<file path="src/rtl/itc_pkg.sv">
package itc_pkg;
  typedef enum logic [2:0] {ST_IDLE, ST_DEV, ST_EVT, ST_COL, ST_WAIT} xl_state_e;
  typedef enum logic [1:0] {FT_L1, FT_L2, FT_EVT, FT_COL} fetch_e;
endpackage

</file>
<file path="src/rtl/itc_victim_pick.sv">
module itc_victim_pick (
  input  logic [1:0] vld,
  input  logic [1:0] lck,
  input  logic       lru,
  output logic       way,
  output logic       ok
);
  always_comb begin
    ok  = 1'b1;
    way = 1'b0;
    if (!vld[0])      way = 1'b0;
    else if (!vld[1]) way = 1'b1;
    else if (&lck)    ok  = 1'b0;
    else if (lck[0])  way = 1'b1;
    else if (lck[1])  way = 1'b0;
    else              way = lru;
  end
endmodule

</file>
<file path="src/rtl/itc_set_cache.sv">
module itc_set_cache #(
  parameter int KEY_W    = 4,
  parameter int DATA_W   = 16,
  parameter int SET_BITS = 1
) (
  input  logic              clk,
  input  logic              rst,
  input  logic              inv_all,
  input  logic [KEY_W-1:0]  key,
  output logic              hit,
  output logic [DATA_W-1:0] hit_data,
  input  logic              upd_en,
  input  logic              upd_lock,
  input  logic              fill_en,
  input  logic [DATA_W-1:0] fill_data,
  input  logic              fill_lock
);
  localparam int SETS  = 1 << SET_BITS;
  localparam int TAG_W = KEY_W - SET_BITS;

  logic [TAG_W-1:0]  tag_q  [SETS][2];
  logic [DATA_W-1:0] data_q [SETS][2];
  logic [1:0]        vld_q  [SETS];
  logic [1:0]        lck_q  [SETS];
  logic              lru_q  [SETS];

  logic [SET_BITS-1:0] idx;
  logic [TAG_W-1:0]    tag;
  logic [1:0]          way_hit;
  logic                hit_way, vic_way, vic_ok;

  assign idx = key[SET_BITS-1:0];
  assign tag = key[KEY_W-1:SET_BITS];

  for (genvar w = 0; w < 2; w++) begin : g_way
    assign way_hit[w] = vld_q[idx][w] && (tag_q[idx][w] == tag);
  end

  assign hit      = |way_hit;
  assign hit_way  = way_hit[1];
  assign hit_data = data_q[idx][hit_way];

  itc_victim_pick u_pick (
    .vld (vld_q[idx]),
    .lck (lck_q[idx]),
    .lru (lru_q[idx]),
    .way (vic_way),
    .ok  (vic_ok)
  );

  always_ff @(posedge clk) begin
    if (rst) begin
      for (int s = 0; s < SETS; s++) begin
        vld_q[s] <= '0;
        lck_q[s] <= '0;
        lru_q[s] <= 1'b0;
      end
    end else begin
      if (inv_all)
        for (int s = 0; s < SETS; s++) vld_q[s] <= vld_q[s] & lck_q[s];
      if (upd_en && hit) begin
        lru_q[idx] <= ~hit_way;
        if (upd_lock) lck_q[idx][hit_way] <= 1'b1;
      end
      if (fill_en && vic_ok) begin
        vld_q[idx][vic_way]  <= 1'b1;
        lck_q[idx][vic_way]  <= fill_lock;
        tag_q[idx][vic_way]  <= tag;
        data_q[idx][vic_way] <= fill_data;
        lru_q[idx]           <= ~vic_way;
      end
    end
  end
endmodule

</file>
<file path="src/rtl/itc_xlate_top.sv">
module itc_xlate_top import itc_pkg::*; #(
  parameter int DEV_W    = 4,
  parameter int EVT_W    = 3,
  parameter int COL_W    = 3,
  parameter int CORE_W   = 3,
  parameter int ADDR_W   = 16,
  parameter int SUB_W    = 2,
  parameter int SET_BITS = 1,
  parameter logic [ADDR_W-1:0] DEV_TBL_BASE = 16'h0100,
  parameter logic [ADDR_W-1:0] COL_TBL_BASE = 16'h0200
) (
  input  logic              clk,
  input  logic              rst,
  input  logic              inv_all,
  input  logic              req_valid,
  output logic              req_ready,
  input  logic [DEV_W-1:0]  req_dev,
  input  logic [EVT_W-1:0]  req_evt,
  input  logic              req_lock,
  output logic              rsp_valid,
  output logic              rsp_err,
  output logic [CORE_W-1:0] rsp_core,
  output logic              lock_done,
  output logic              mem_req_valid,
  input  logic              mem_req_ready,
  output logic [ADDR_W-1:0] mem_req_addr,
  input  logic              mem_rsp_valid,
  input  logic [ADDR_W-1:0] mem_rsp_data
);
  localparam int PAIR_W = DEV_W + EVT_W;

  xl_state_e         state_q;
  fetch_e            fetch_q;
  logic [DEV_W-1:0]  dev_q;
  logic [EVT_W-1:0]  evt_q;
  logic              lock_q;
  logic [ADDR_W-1:0] itt_q;
  logic [COL_W-1:0]  col_q;

  logic              dev_hit, evt_hit, col_hit;
  logic [ADDR_W-1:0] dev_data;
  logic [COL_W-1:0]  evt_data;
  logic [CORE_W-1:0] col_data;
  logic              rsp_take, rsp_zero;

  assign req_ready = (state_q == ST_IDLE);
  assign rsp_take  = (state_q == ST_WAIT) && mem_rsp_valid;
  assign rsp_zero  = (mem_rsp_data == '0);

  itc_set_cache #(.KEY_W(DEV_W), .DATA_W(ADDR_W), .SET_BITS(SET_BITS)) u_dev (
    .clk, .rst, .inv_all, .key(dev_q), .hit(dev_hit), .hit_data(dev_data),
    .upd_en(state_q == ST_DEV), .upd_lock(lock_q),
    .fill_en(rsp_take && !rsp_zero && fetch_q == FT_L2),
    .fill_data(mem_rsp_data), .fill_lock(lock_q));

  itc_set_cache #(.KEY_W(PAIR_W), .DATA_W(COL_W), .SET_BITS(SET_BITS)) u_evt (
    .clk, .rst, .inv_all, .key({dev_q, evt_q}), .hit(evt_hit), .hit_data(evt_data),
    .upd_en(state_q == ST_EVT), .upd_lock(lock_q),
    .fill_en(rsp_take && !rsp_zero && fetch_q == FT_EVT),
    .fill_data(mem_rsp_data[COL_W-1:0]), .fill_lock(lock_q));

  itc_set_cache #(.KEY_W(COL_W), .DATA_W(CORE_W), .SET_BITS(SET_BITS)) u_col (
    .clk, .rst, .inv_all, .key(col_q), .hit(col_hit), .hit_data(col_data),
    .upd_en(state_q == ST_COL), .upd_lock(lock_q),
    .fill_en(rsp_take && !rsp_zero && fetch_q == FT_COL),
    .fill_data(mem_rsp_data[CORE_W-1:0]), .fill_lock(lock_q));

  always_ff @(posedge clk) begin
    if (rst) begin
      state_q       <= ST_IDLE;
      fetch_q       <= FT_L1;
      mem_req_valid <= 1'b0;
      mem_req_addr  <= '0;
      rsp_valid     <= 1'b0;
      rsp_err       <= 1'b0;
      rsp_core      <= '0;
      lock_done     <= 1'b0;
      dev_q         <= '0;
      evt_q         <= '0;
      lock_q        <= 1'b0;
      itt_q         <= '0;
      col_q         <= '0;
    end else begin
      rsp_valid <= 1'b0;
      lock_done <= 1'b0;
      if (mem_req_valid && mem_req_ready) mem_req_valid <= 1'b0;
      case (state_q)
        ST_IDLE: if (req_valid) begin
          dev_q   <= req_dev;
          evt_q   <= req_evt;
          lock_q  <= req_lock;
          state_q <= ST_DEV;
        end
        ST_DEV: if (dev_hit) begin
          itt_q   <= dev_data;
          state_q <= ST_EVT;
        end else begin
          mem_req_valid <= 1'b1;
          mem_req_addr  <= DEV_TBL_BASE + ADDR_W'(dev_q[DEV_W-1:SUB_W]);
          fetch_q       <= FT_L1;
          state_q       <= ST_WAIT;
        end
        ST_EVT: if (evt_hit) begin
          col_q   <= evt_data;
          state_q <= ST_COL;
        end else begin
          mem_req_valid <= 1'b1;
          mem_req_addr  <= itt_q + ADDR_W'(evt_q);
          fetch_q       <= FT_EVT;
          state_q       <= ST_WAIT;
        end
        ST_COL: if (col_hit) begin
          rsp_valid <= 1'b1;
          rsp_err   <= 1'b0;
          rsp_core  <= col_data;
          lock_done <= lock_q;
          state_q   <= ST_IDLE;
        end else begin
          mem_req_valid <= 1'b1;
          mem_req_addr  <= COL_TBL_BASE + ADDR_W'(col_q);
          fetch_q       <= FT_COL;
          state_q       <= ST_WAIT;
        end
        ST_WAIT: if (mem_rsp_valid) begin
          if (rsp_zero) begin
            rsp_valid <= 1'b1;
            rsp_err   <= 1'b1;
            rsp_core  <= '0;
            state_q   <= ST_IDLE;
          end else begin
            case (fetch_q)
              FT_L1: begin
                mem_req_valid <= 1'b1;
                mem_req_addr  <= mem_rsp_data + ADDR_W'(dev_q[SUB_W-1:0]);
                fetch_q       <= FT_L2;
              end
              FT_L2: begin
                itt_q   <= mem_rsp_data;
                state_q <= ST_EVT;
              end
              FT_EVT: begin
                col_q   <= mem_rsp_data[COL_W-1:0];
                state_q <= ST_COL;
              end
              default: begin
                rsp_valid <= 1'b1;
                rsp_err   <= 1'b0;
                rsp_core  <= mem_rsp_data[CORE_W-1:0];
                lock_done <= lock_q;
                state_q   <= ST_IDLE;
              end
            endcase
          end
        end
        default: state_q <= ST_IDLE;
      endcase
    end
  end
endmodule

</file>
<file path="config.mk">
export PLATFORM = sky130hd
export DESIGN_NAME = itc_xlate_top
export DESIGN_NICKNAME = d
export VERILOG_FILES = /design/src/rtl/itc_pkg.sv /design/src/rtl/itc_victim_pick.sv /design/src/rtl/itc_set_cache.sv /design/src/rtl/itc_xlate_top.sv
export SDC_FILE = /design/constraint.sdc
export NUM_CORES = 1
export LEC_CHECK = 0
export CORE_AREA = 8 8 212 153
export DETAILED_ROUTE_END_ITERATION = 6
export DIE_AREA = 0 0 220 161
export SYNTH_ARGS = -nofsm -noshare
export SYNTH_HDL_FRONTEND = slang
export SYNTH_SLANG_ARGS = --single-unit
</file>
<file path="constraint.sdc">
create_clock -name clk -period 8.7 [get_ports clk]
set_clock_uncertainty 0.15 [all_clocks]
set_input_delay 1.74 -clock clk [delete_from_list [all_inputs] [get_ports clk]]
set_output_delay 1.74 -clock clk [all_outputs]
set_load 0.05 [all_outputs]
</file>
Word-level counts from Yosys, hierarchy flattened
Memories as Yosys holds them, arrays and structs flattened. A register that Yosys moved wholly into a read port is not among the register bits.
Cells that the tools add are included.
{"block": "totals", "regBits": 55, "latch_bits": 0, "ramBits": 162, "rom_bits": 0, "in_bits": 30, "out_inout_bits": 24, "wordCells": 389, "mem_count": 15}
{"memory": "u_dev.data_q", "depth": 2, "word_bits": 32, "rd": 1, "rd_ports_with_merged_regs": 1, "wr": 1, "line": "itc_set_cache.sv:22", "rtl": "logic [DATA_W-1:0] data_q [SETS][2];"}
{"memory": "u_evt.tag_q", "depth": 2, "word_bits": 12, "rd": 1, "rd_ports_with_merged_regs": 1, "wr": 1, "line": "itc_set_cache.sv:21", "rtl": "logic [TAG_W-1:0] tag_q [SETS][2];"}
{"memory": "u_col.data_q", "depth": 2, "word_bits": 6, "rd": 1, "rd_ports_with_merged_regs": 1, "wr": 1, "line": "itc_set_cache.sv:22"}
{"memory": "u_dev.tag_q", "depth": 2, "word_bits": 6, "rd": 1, "rd_ports_with_merged_regs": 1, "wr": 1, "line": "itc_set_cache.sv:21"}
{"memory": "u_evt.data_q", "depth": 2, "word_bits": 6, "rd": 1, "rd_ports_with_merged_regs": 1, "wr": 1, "line": "itc_set_cache.sv:22"}
{"memory": "u_col.tag_q", "depth": 2, "word_bits": 4, "rd": 1, "rd_ports_with_merged_regs": 1, "wr": 1, "line": "itc_set_cache.sv:21"}
{"memory": "9 more memories"}
{"block": "op_classes", "add_sub_neg": 4, "multipliers": 0, "div_mod_pow": 0, "order_cmp": 21, "eq_ne": 27, "shift": 0, "n_mux": 222, "bitwise_logic": 33, "n_reduce_logical": 54}
{"operator": "$mux W16", "n": 14}
{"operator": "$mux W1", "n": 130}
{"operator": "$mux W3", "n": 23}
{"operator": "$pmux W16 S4", "n": 1}
{"operator": "$mux W2", "n": 25}
{"operator": "$mux W32", "n": 1}
{"operator": "$pmux W16 S2", "n": 1}
{"operator": "$logic_and A1 B1 Y1", "n": 27}
{"operator": "$mux W6", "n": 4}
{"operator": "$add A16 B2 Y16", "n": 1}
{"operator": "$add A16 B3 Y16", "n": 1}
{"operator": "$demux W16 S1", "n": 1}
{"operator": "$logic_not A16 Y1", "n": 1}
{"operator": "$or A1 B1 Y1", "n": 15}
{"operator": "$pmux W3 S5", "n": 1}
{"operator": "$and A2 B2 Y2", "n": 6}
{"operator": "$eq A6 B6 Y1", "n": 2}
{"operator": "$ge A2 B2 Y1 const B", "n": 6}
{"operator": "$lt A1 B2 Y1 const B", "n": 6}
{"operator": "$mux W12", "n": 1}
{"operator": "$ne A2 B1 Y1 const B", "n": 6}
{"operator": "$ne A2 B2 Y1 const B", "n": 6}
{"operator": "$not A1 Y2", "n": 6}
{"operator": "$pmux W3 S2", "n": 2}
{"operator": "35 further kinds", "n": 74}

Logic depth before layout (Yosys ltp)
Gate-level depths: netlist (run 1).
{"block": "logic_depth", "depth_word": 13, "ltp_mapped": 11, "ltp_nobuf": 9}

By module
A second synthesis (run 1) with hierarchy kept.
{"block": "unflattened", "hier_cells": 835, "hier_area_um2": 10326.2}
{"mod": "itc_set_cache (u_dev)", "instances": 1, "cells_per_inst": 180, "area_per_inst_um2": 3458.3, "seq_area_each_um2": 2542.4}
{"mod": "itc_xlate_top", "instances": 1, "cells_per_inst": 400, "area_per_inst_um2": 3281.9, "seq_area_each_um2": 1101.1}
{"mod": "itc_set_cache (u_evt)", "instances": 1, "cells_per_inst": 137, "area_per_inst_um2": 2067.0, "seq_area_each_um2": 1341.3}
{"mod": "itc_set_cache (u_col)", "instances": 1, "cells_per_inst": 109, "area_per_inst_um2": 1455.1, "seq_area_each_um2": 860.8}
{"mod": "itc_victim_pick", "instances": 3, "cells_per_inst": 3, "area_per_inst_um2": 21.3, "seq_area_each_um2": 0.0}

Worst setup path after synthesis (run 1)
Ideal clock, no wire load.
{"block": "synth_path", "kind": "input to register", "from": "input port mem_rsp_data[5]", "to": "memory u_dev.data_q[0][0] in the netlist's numbering, enable pin", "setup_ps": 396, "t_arrival_ps": 3817, "required_time_ps": 8154, "setup_slack_ps": 4337, "path_stages": 8, "path_buffers": 2, "path_cell_list": "buf_2 > nor4_1 > nand4_1 > and3_1 > buf_2 > nor4b_2 > o21ai_0 > nor2_1"}
{"block": "synth_between", "elab_chain_len": 8}
{"element": "start, declared", "line": "itc_xlate_top.sv:28", "rtl": "input logic [ADDR_W-1:0] mem_rsp_data"}
{"element": "$logic_not A16 Y1", "line": "itc_xlate_top.sv:48", "rtl": "assign rsp_zero = (mem_rsp_data == '0);"}
{"element": "$logic_not A1 Y1", "line": "itc_xlate_top.sv:53", "rtl": ".fill_en(rsp_take && !rsp_zero && fetch_q == FT_L2),"}
{"element": "$logic_and A1 B1 Y1 (2 in a row)", "line": "itc_xlate_top.sv:53"}
{"element": "$logic_and A1 B1 Y1", "line": "itc_set_cache.sv:65", "rtl": "if (fill_en && vic_ok) begin"}
{"element": "$mux W1", "line": "itc_set_cache.sv:65"}
{"element": "$mux W1", "line": "itc_set_cache.sv:52", "rtl": "if (rst) begin"}
{"element": "$mux W32 (not written as such)", "line": "itc_set_cache.sv:69", "rtl": "data_q[idx][vic_way] <= fill_data;"}
{"element": "end, declared", "line": "itc_set_cache.sv:22"}
Every way passes these cells.

Worst setup path after layout (run 1)
{"block": "layout_path", "from": "input port mem_rsp_data[2]", "to": "memory u_dev.data_q[0][12] in the netlist's numbering, enable pin"}
The elaborated chain is that of the path after synthesis.

==> flow_summary_export.csv, run 1 <==
group,metric,value,unit
run_status,outcome,"complete, no violations",
floorplanning,die_area,0.0354,mm²
sta,hold_viol_final,0,
detailed_routing,postRouteAntennaNets,0,
worst_setup_path,path_delay_family,"simple AND/OR/NAND/NOR gates",
floorplanning,pin_count,54,
floorplanning,core_region_area,0.0293,mm²
clock_network,clk_latency,0.51,ns
pwr,p_per_area,244,mW/mm²
place,dpl_cell_area,0.0109,mm²
cells_and_area,layout-drive-gt1-share,10.6,%
yosys,ys_async_sr_fraction,0,%
clock_network,cts_buffers,23,
clock_network,cts_num_sinks,220,
yosys,yosys-top-cells-count,"edfxtp_1, nand2_1, dfxtp_1",
yosys,syn_area_per_cell,11.9,µm²
place,dp_slack,2.84,ns
sta,worst_hold_slack,0.299,ns
worst_setup_path,start_kind,"input pin",
pwr,comb_power_share,17.8,%
place,place.gp.congestion,0.825,
cells_and_area,area_growth,17.0,%
pwr,internal-power,2060,µW
flow_run,drv_cap,0,
detailed_routing,first_pass_iters,5,
pwr,finalPower,2880,µW
sta,slew_violations,0,
pwr,clkPwrFrac,38.9,%
worst_setup_path,max_stage_delay,1.02,ns
worst_setup_path,regToRegStartpoint,"state_q[0]$_SDFFE_PP0P_",
yosys,ys_top_cells_by_area,"edfxtp_1, dfxtp_1, mux4_2, nand2_1, nor2_1",
clock_network,htreeDepth,1,
yosys,yosysMostFrequentCell,"edfxtp_1",
min_path,hp-class,"reg2reg",
grt,gr-usage-all-layers,14.1,%
sta,finalSetupViolCount,0,
yosys,synth-edff-count,150,
place,numPortBuffers,53,
clock_network,cts_buffer_depth,3,
pwr,switching_share,28.3,%
place,place_hpwl,17300,µm
floorplanning,chipHeight,161,µm
sta,rsz0062_at_grt,"false",
pwr,seqPwrFrac,43.3,%
clock_network,clk_pin_slew,0.06,ns
worst_setup_path,critical_path_arrival,5.29,ns
floorplanning,rows,53,
clock_network,ctsResizeCount,0,
sta,relSlewSlack,25.6,%
floorplanning,start_util,34.3,%
yosys,ys_seq_area_share,58.7,%
pwr,power_switching,814,µW
worst_setup_path,end_kind,"flip-flop",
detailed_routing,vias,6915,
worst_setup_path,path_cells,"clkdlybuf4s50_1, nor4_1, nand4_1, and3_1, nor4b_2, o21ai_0, nor2_2",
worst_setup_path,cp_max_fo,20,
yosys,yosysWarnings,0,
yosys,synth_cells,846,
yosys,synth_ff_type,"edfxtp_1",
yosys,synth_top_area_cell,"edfxtp_1",
sta,max_freq,0.188,GHz
sta,finalSetupTns,0,ns
clock_network,clock-root-buffer,"clkbuf_16",
floorplanning,die_w,220,µm
sta,finalWorstSetupSlack,3.39,ns
clock_network,postCtsHoldBufs,0,
sta,worst_pin_slew,1.12,ns
yosys,ys_types,65,
cells_and_area,fillers,2827,
pwr,p_leak,0.00384,µW
worst_setup_path,path_buf_inv,1,
clock_network,cts_tree,"done",
grt,grt_pass1_wl,39800,µm
sta,finalCriticalPeriod,5.31,ns
worst_setup_path,slowest_stage,"clkdlybuf4s50_1",
pwr,vdd_drop_max,0.157,mV
yosys,synth_nets,888,
sta,finalCritPeriodShare,61.1,%
detailed_routing,wirelength,25600,µm
grt,antenna_found_initial,0,
worst_setup_path,startpoint,"mem_rsp_data[2]",
yosys,synth_top_area_share,44.8,%
yosys,synth_area,0.0101,mm²
detailed_routing,vias_per_cell,5.37,
cells_and_area,finalInstanceArea,0.0118,mm²
clock_network,cts_setup_buffers,0,
cells_and_area,diodes,0,
worst_setup_path,path_class,"in2reg",
detailed_routing,drc_errors,0,
grt,grt_overflow,0,
min_path,min_from,"mem_req_addr[13]$_SDFFE_PP0P_",
detailed_routing,first_iter_violations,558,
cells_and_area,finalNetCount,927,
grt,grt_max_degree,46,
worst_setup_path,required,8.68,ns
yosys,synth-seq-cells,220,
detailed_routing,wire_per_inst,19.9,µm
grt,grt_pass1_vias,6606,
## power groups by stage
stage                     sequential, µW  clock, µW  combinational (µW)
after detailed placement            1270          0                 509
final                               1250       1120                 511
after floorplan                     1250          0                 361
after global placement              1270          0                 507
after CTS                           1250       1140                 512
after global routing                1250       1180                 555
## stage by stage
stage / std cells / util (%)
after floorplan: 846 / -
after global placement: 1245 / 37.2
after detailed placement: 1245 / 37.2
after CTS: 1287 / 40.2
after global routing: 1287 / 40.2
final: 1287 / 40.2
## worst min-delay path, stage by stage, from the launching register on
cell     delay, ns
dfxtp_1       0.31
nand2_1       0.05
o21ai_1       0.05
## layer usage
layer	vias up	share of wire (%)	track usage, %
met2	207	43	20.7
li1	3248	-	-
met4	0	1.2	2.25
met5	-	0	0
met1	3434	50	22.0
met3	26	6.5	2.09
## layout by cell type, fill, tap and decap left out, types with 3 or more instances in the layout
cell	count
o21a_2	3
o21ai_1	10
nor4_1	6
o22ai_1	14
a221oi_1	3
a31oi_1	4
clkbuf_1	8
nor2_2	3
nand2_1	105
mux4_2	22
and2_1	12
edfxtp_1	150
a31o_2	14
buf_4	8
nand4_1	16
o21ai_0	21
xor2_1	21
nor3_1	11
clkdlybuf4s50_1	52
nor2_1	60
bufinv_16	6
inv_1	24
nor3b_1	6
mux2i_1	23
dfxtp_1	70
nand3_1	23
xnor2_1	22
a311oi_1	24
a21oi_1	30
nand2b_1	17
a21o_1	7
ha_1	10
clkbuf_16	25
nor2b_1	7
a211oi_1	8
and3_1	10
o211ai_1	5
## state kept, by name (all words and copies together) (netlist names), 8 cells and up, named ones only
signal / flops
itt_q: 16
mem_req_addr: 16
u_col.data_q: 12
u_col.tag_q: 8
u_dev.data_q: 64
u_dev.tag_q: 12
u_evt.data_q: 12
u_evt.tag_q: 24
## layout make-up
cell class	instances	area, µm²	area share [%]
Sequential cell	220	5910	50.1
Inverter	24	90.1	0.765
Clock inverter	8	194	1.65
Tap cell	385	482	4.09
Multi-Input combinational cell	555	3850	32.7
Timing Repair Buffer	61	586	4.97
Clock buffer	34	669	5.68
## worst paths after layout
| check | depth (start not counted) | slack [ns] | end |
|---|---|---|---|
| hold reg to reg | 2 | 0.30 | mem_req_addr[13]$_SDFFE_PP0P_ |
| hold / removal | 2 | 0.30 | mem_req_addr[13]$_SDFFE_PP0P_ |
| setup / recovery | 7 | 3.39 | u_dev.data_q[0][12]$_DFFE_PP_ |
| setup reg to reg | 6 | 4.48 | u_dev.data_q[0][12]$_DFFE_PP_ |
## kinds of logic (layout without fill, tap and decap cells)
group           Yosys count  count (layout)  share of synthesized area [%]
compound gates          163             163                           11.4
fa+ha+maj                12              12                           1.64
flops                   220             220                           58.7
simple gates            290             290                           14.0
xor+xnor                 43              43                           3.74
mux                      47              47                           7.43
buf+inv                  71             127                           3.08
Note: power is estimated with default switching activity, not from simulation.
==> inputs of run 2 (changes only) <==
clock period = 4.73 ns   (was 8.7 ns; I/O delays follow)
==> run 2 against run 1 <==
Compared with the run above:
- total power rose by 71%
- non-clock buffer count up 16
- register-to-register slack worse by 3.2 ns
- sequential share of layout area up 0.25 points
- critical path type unchanged
- largest cell class unchanged
- highest routed layer is now met5
==> flow_summary_export.csv, run 2 (synthesized netlist as in run 1, its figures left out) <==
group,metric,value,unit
cells_and_area,finalNetCount,942,
sta,finalCriticalPeriod,3.75,ns
sta,finalSetupTns,0,ns
clock_network,cts_tree,"done",
sta,finalSetupViolCount,0,
clock_network,cts_buffers,22,
pwr,power_switching,1500,µW
pwr,finalPower,4930,µW
cells_and_area,layout-drive-gt1-share,12.3,%
grt,grt_pass1_vias,6777,
grt,grt_max_degree,50,
min_path,hp-class,"reg2reg",
grt,grt_pass1_wl,40600,µm
cells_and_area,fillers,2758,
pwr,vdd_drop_max,0.239,mV
sta,rsz0062_at_grt,"false",
detailed_routing,vias_per_cell,5.34,
detailed_routing,first_iter_violations,601,
run_status,outcome,"complete, no violations",
sta,slew_violations,0,
pwr,p_per_area,420,mW/mm²
sta,finalCritPeriodShare,79.3,%
cells_and_area,top_register,"u_dev.data_q",
cells_and_area,largestRegisters,"u_dev.data_q (64), u_evt.tag_q (24)",
floorplanning,die_area,0.0354,mm²
clock_network,postCtsHoldBufs,0,
floorplanning,start_util,34.3,%
pwr,internal-power,3420,µW
clock_network,ctsResizeCount,0,
sta,max_freq,0.267,GHz
pwr,p_leak,0.00384,µW
place,numPortBuffers,53,
pwr,clkPwrFrac,33.8,%
cells_and_area,diodes,0,
detailed_routing,drc_errors,0,
clock_network,cts_setup_buffers,0,
sta,hold_viol_final,0,
clock_network,clk_pin_slew,0.06,ns
grt,gr-usage-all-layers,14.4,%
sta,relSlewSlack,25.1,%
clock_network,clk_latency,0.51,ns
cells_and_area,layout.cells.most_common,"edfxtp_1",
pwr,comb_power_share,19.5,%
floorplanning,pin_count,54,
place,place_hpwl,18000,µm
place,place.gp.congestion,0.825,
detailed_routing,first_pass_iters,5,
pwr,seqPwrFrac,46.7,%
sta,worst_pin_slew,1.12,ns
floorplanning,die_w,220,µm
worst_setup_path,required,4.76,ns
worst_setup_path,cp_max_fo,20,
cells_and_area,post-route-util,40.0,%
place,dp_slack,0.507,ns
cells_and_area,area_growth,16.5,%
min_path,holdPathStages,2,
worst_setup_path,critical_path_arrival,3.78,ns
pwr,switching_share,30.5,%
clock_network,clock-root-buffer,"clkbuf_16",
detailed_routing,vias,6952,
floorplanning,chipHeight,161,µm
detailed_routing,postRouteAntennaNets,0,
clock_network,cts_buffer_depth,3,
cells_and_area,largest_reg_flops,64,
grt,grt_overflow,0,
cells_and_area,final_cell_mix,"edfxtp_1, nand2_1, dfxtp_1",
clock_network,cts_num_sinks,220,
worst_setup_path,path_class,"in2reg",
detailed_routing,wire_per_inst,19.9,µm
worst_setup_path,end_kind,"flip-flop",
floorplanning,core_region_area,0.0293,mm²
floorplanning,rows,53,
worst_setup_path,start_kind,"input pin",
detailed_routing,wirelength,26000,µm
sta,finalWorstSetupSlack,0.980,ns
grt,antenna_found_initial,1,
clock_network,htreeDepth,1,
worst_setup_path,reg2reg_depth,7,
flow_run,drv_cap,0,
## run 2: cell count changes in the layout (fill, tap and decap cells not counted), sizes merged
cell      delta
inv          -1
bufinv       -5
clkinv      +13
clkbuf      -10
buf         +16
clkinvlp     +1
## run 2: worst paths after layout
| check | slack, ns | end | from |
|---|---|---|---|
| worst min register to register | 0.30 | mem_req_addr[13]$_SDFFE_PP0P_ | mem_req_addr[13]$_SDFFE_PP0P_ |
| worst max register to register | 1.33 | col_q[1]$_SDFFE_PP0P_ | flip-flop |
| worst min-delay path | 0.30 | mem_req_addr[13]$_SDFFE_PP0P_ | mem_req_addr[13]$_SDFFE_PP0P_ |
| worst max-delay path | 0.98 | u_dev.data_q[0][10]$_DFFE_PP_ | mem_rsp_data[0] |
## run 2: cell type report
cell class                      instances  area (µm²)  area share, %
Sequential cell                       220        5910           50.4
Multi-Input combinational cell        555        3850           32.9
Timing Repair Buffer                   77         706           6.02
Clock buffer                           24         568           4.85
Tap cell                              385         482           4.11
Clock inverter                         16         118           1.00
Inverter                               24        90.1          0.768
## run 2: power by group through the flow
stage / combinational (µW) / sequential [µW] / clock [µW]
final: 960 / 2300 / 1670
after global routing: 1040 / 2310 / 1760
after CTS: 958 / 2300 / 1690
after detailed placement: 953 / 2340 / 0
after global placement: 946 / 2340 / 0
after floorplan: 664 / 2300 / 0
## run 2: critical path: stages
cell,delay (ns)
clkdlybuf4s50_1,0.76
nor4_1,0.11
nand4_1,0.25
and3_1,0.43
nor4b_2,0.45
o21ai_0,0.35
nor2_2,0.15
buf_4,0.31
## run 2: metrics by stage
stage | hold slack [ns] | std cells | instance area [µm²]
2_1_floorplan | 0.326 | 846 | 10100
3_3_place_gp | 0.293 | 1261 | 11000
3_5_place_dp | 0.294 | 1261 | 11000
4_1_cts | 0.302 | 1301 | 11700
5_1_grt | 0.320 | 1301 | 11700
6_report | 0.298 | 1301 | 11700
## run 2: metal layers
metal | track usage, % | wire length, µm
met1 | 22.6 | 13000
met2 | 20.7 | 10800
met3 | 2.37 | 1750
met4 | 2.32 | 351
met5 | 0 | 13
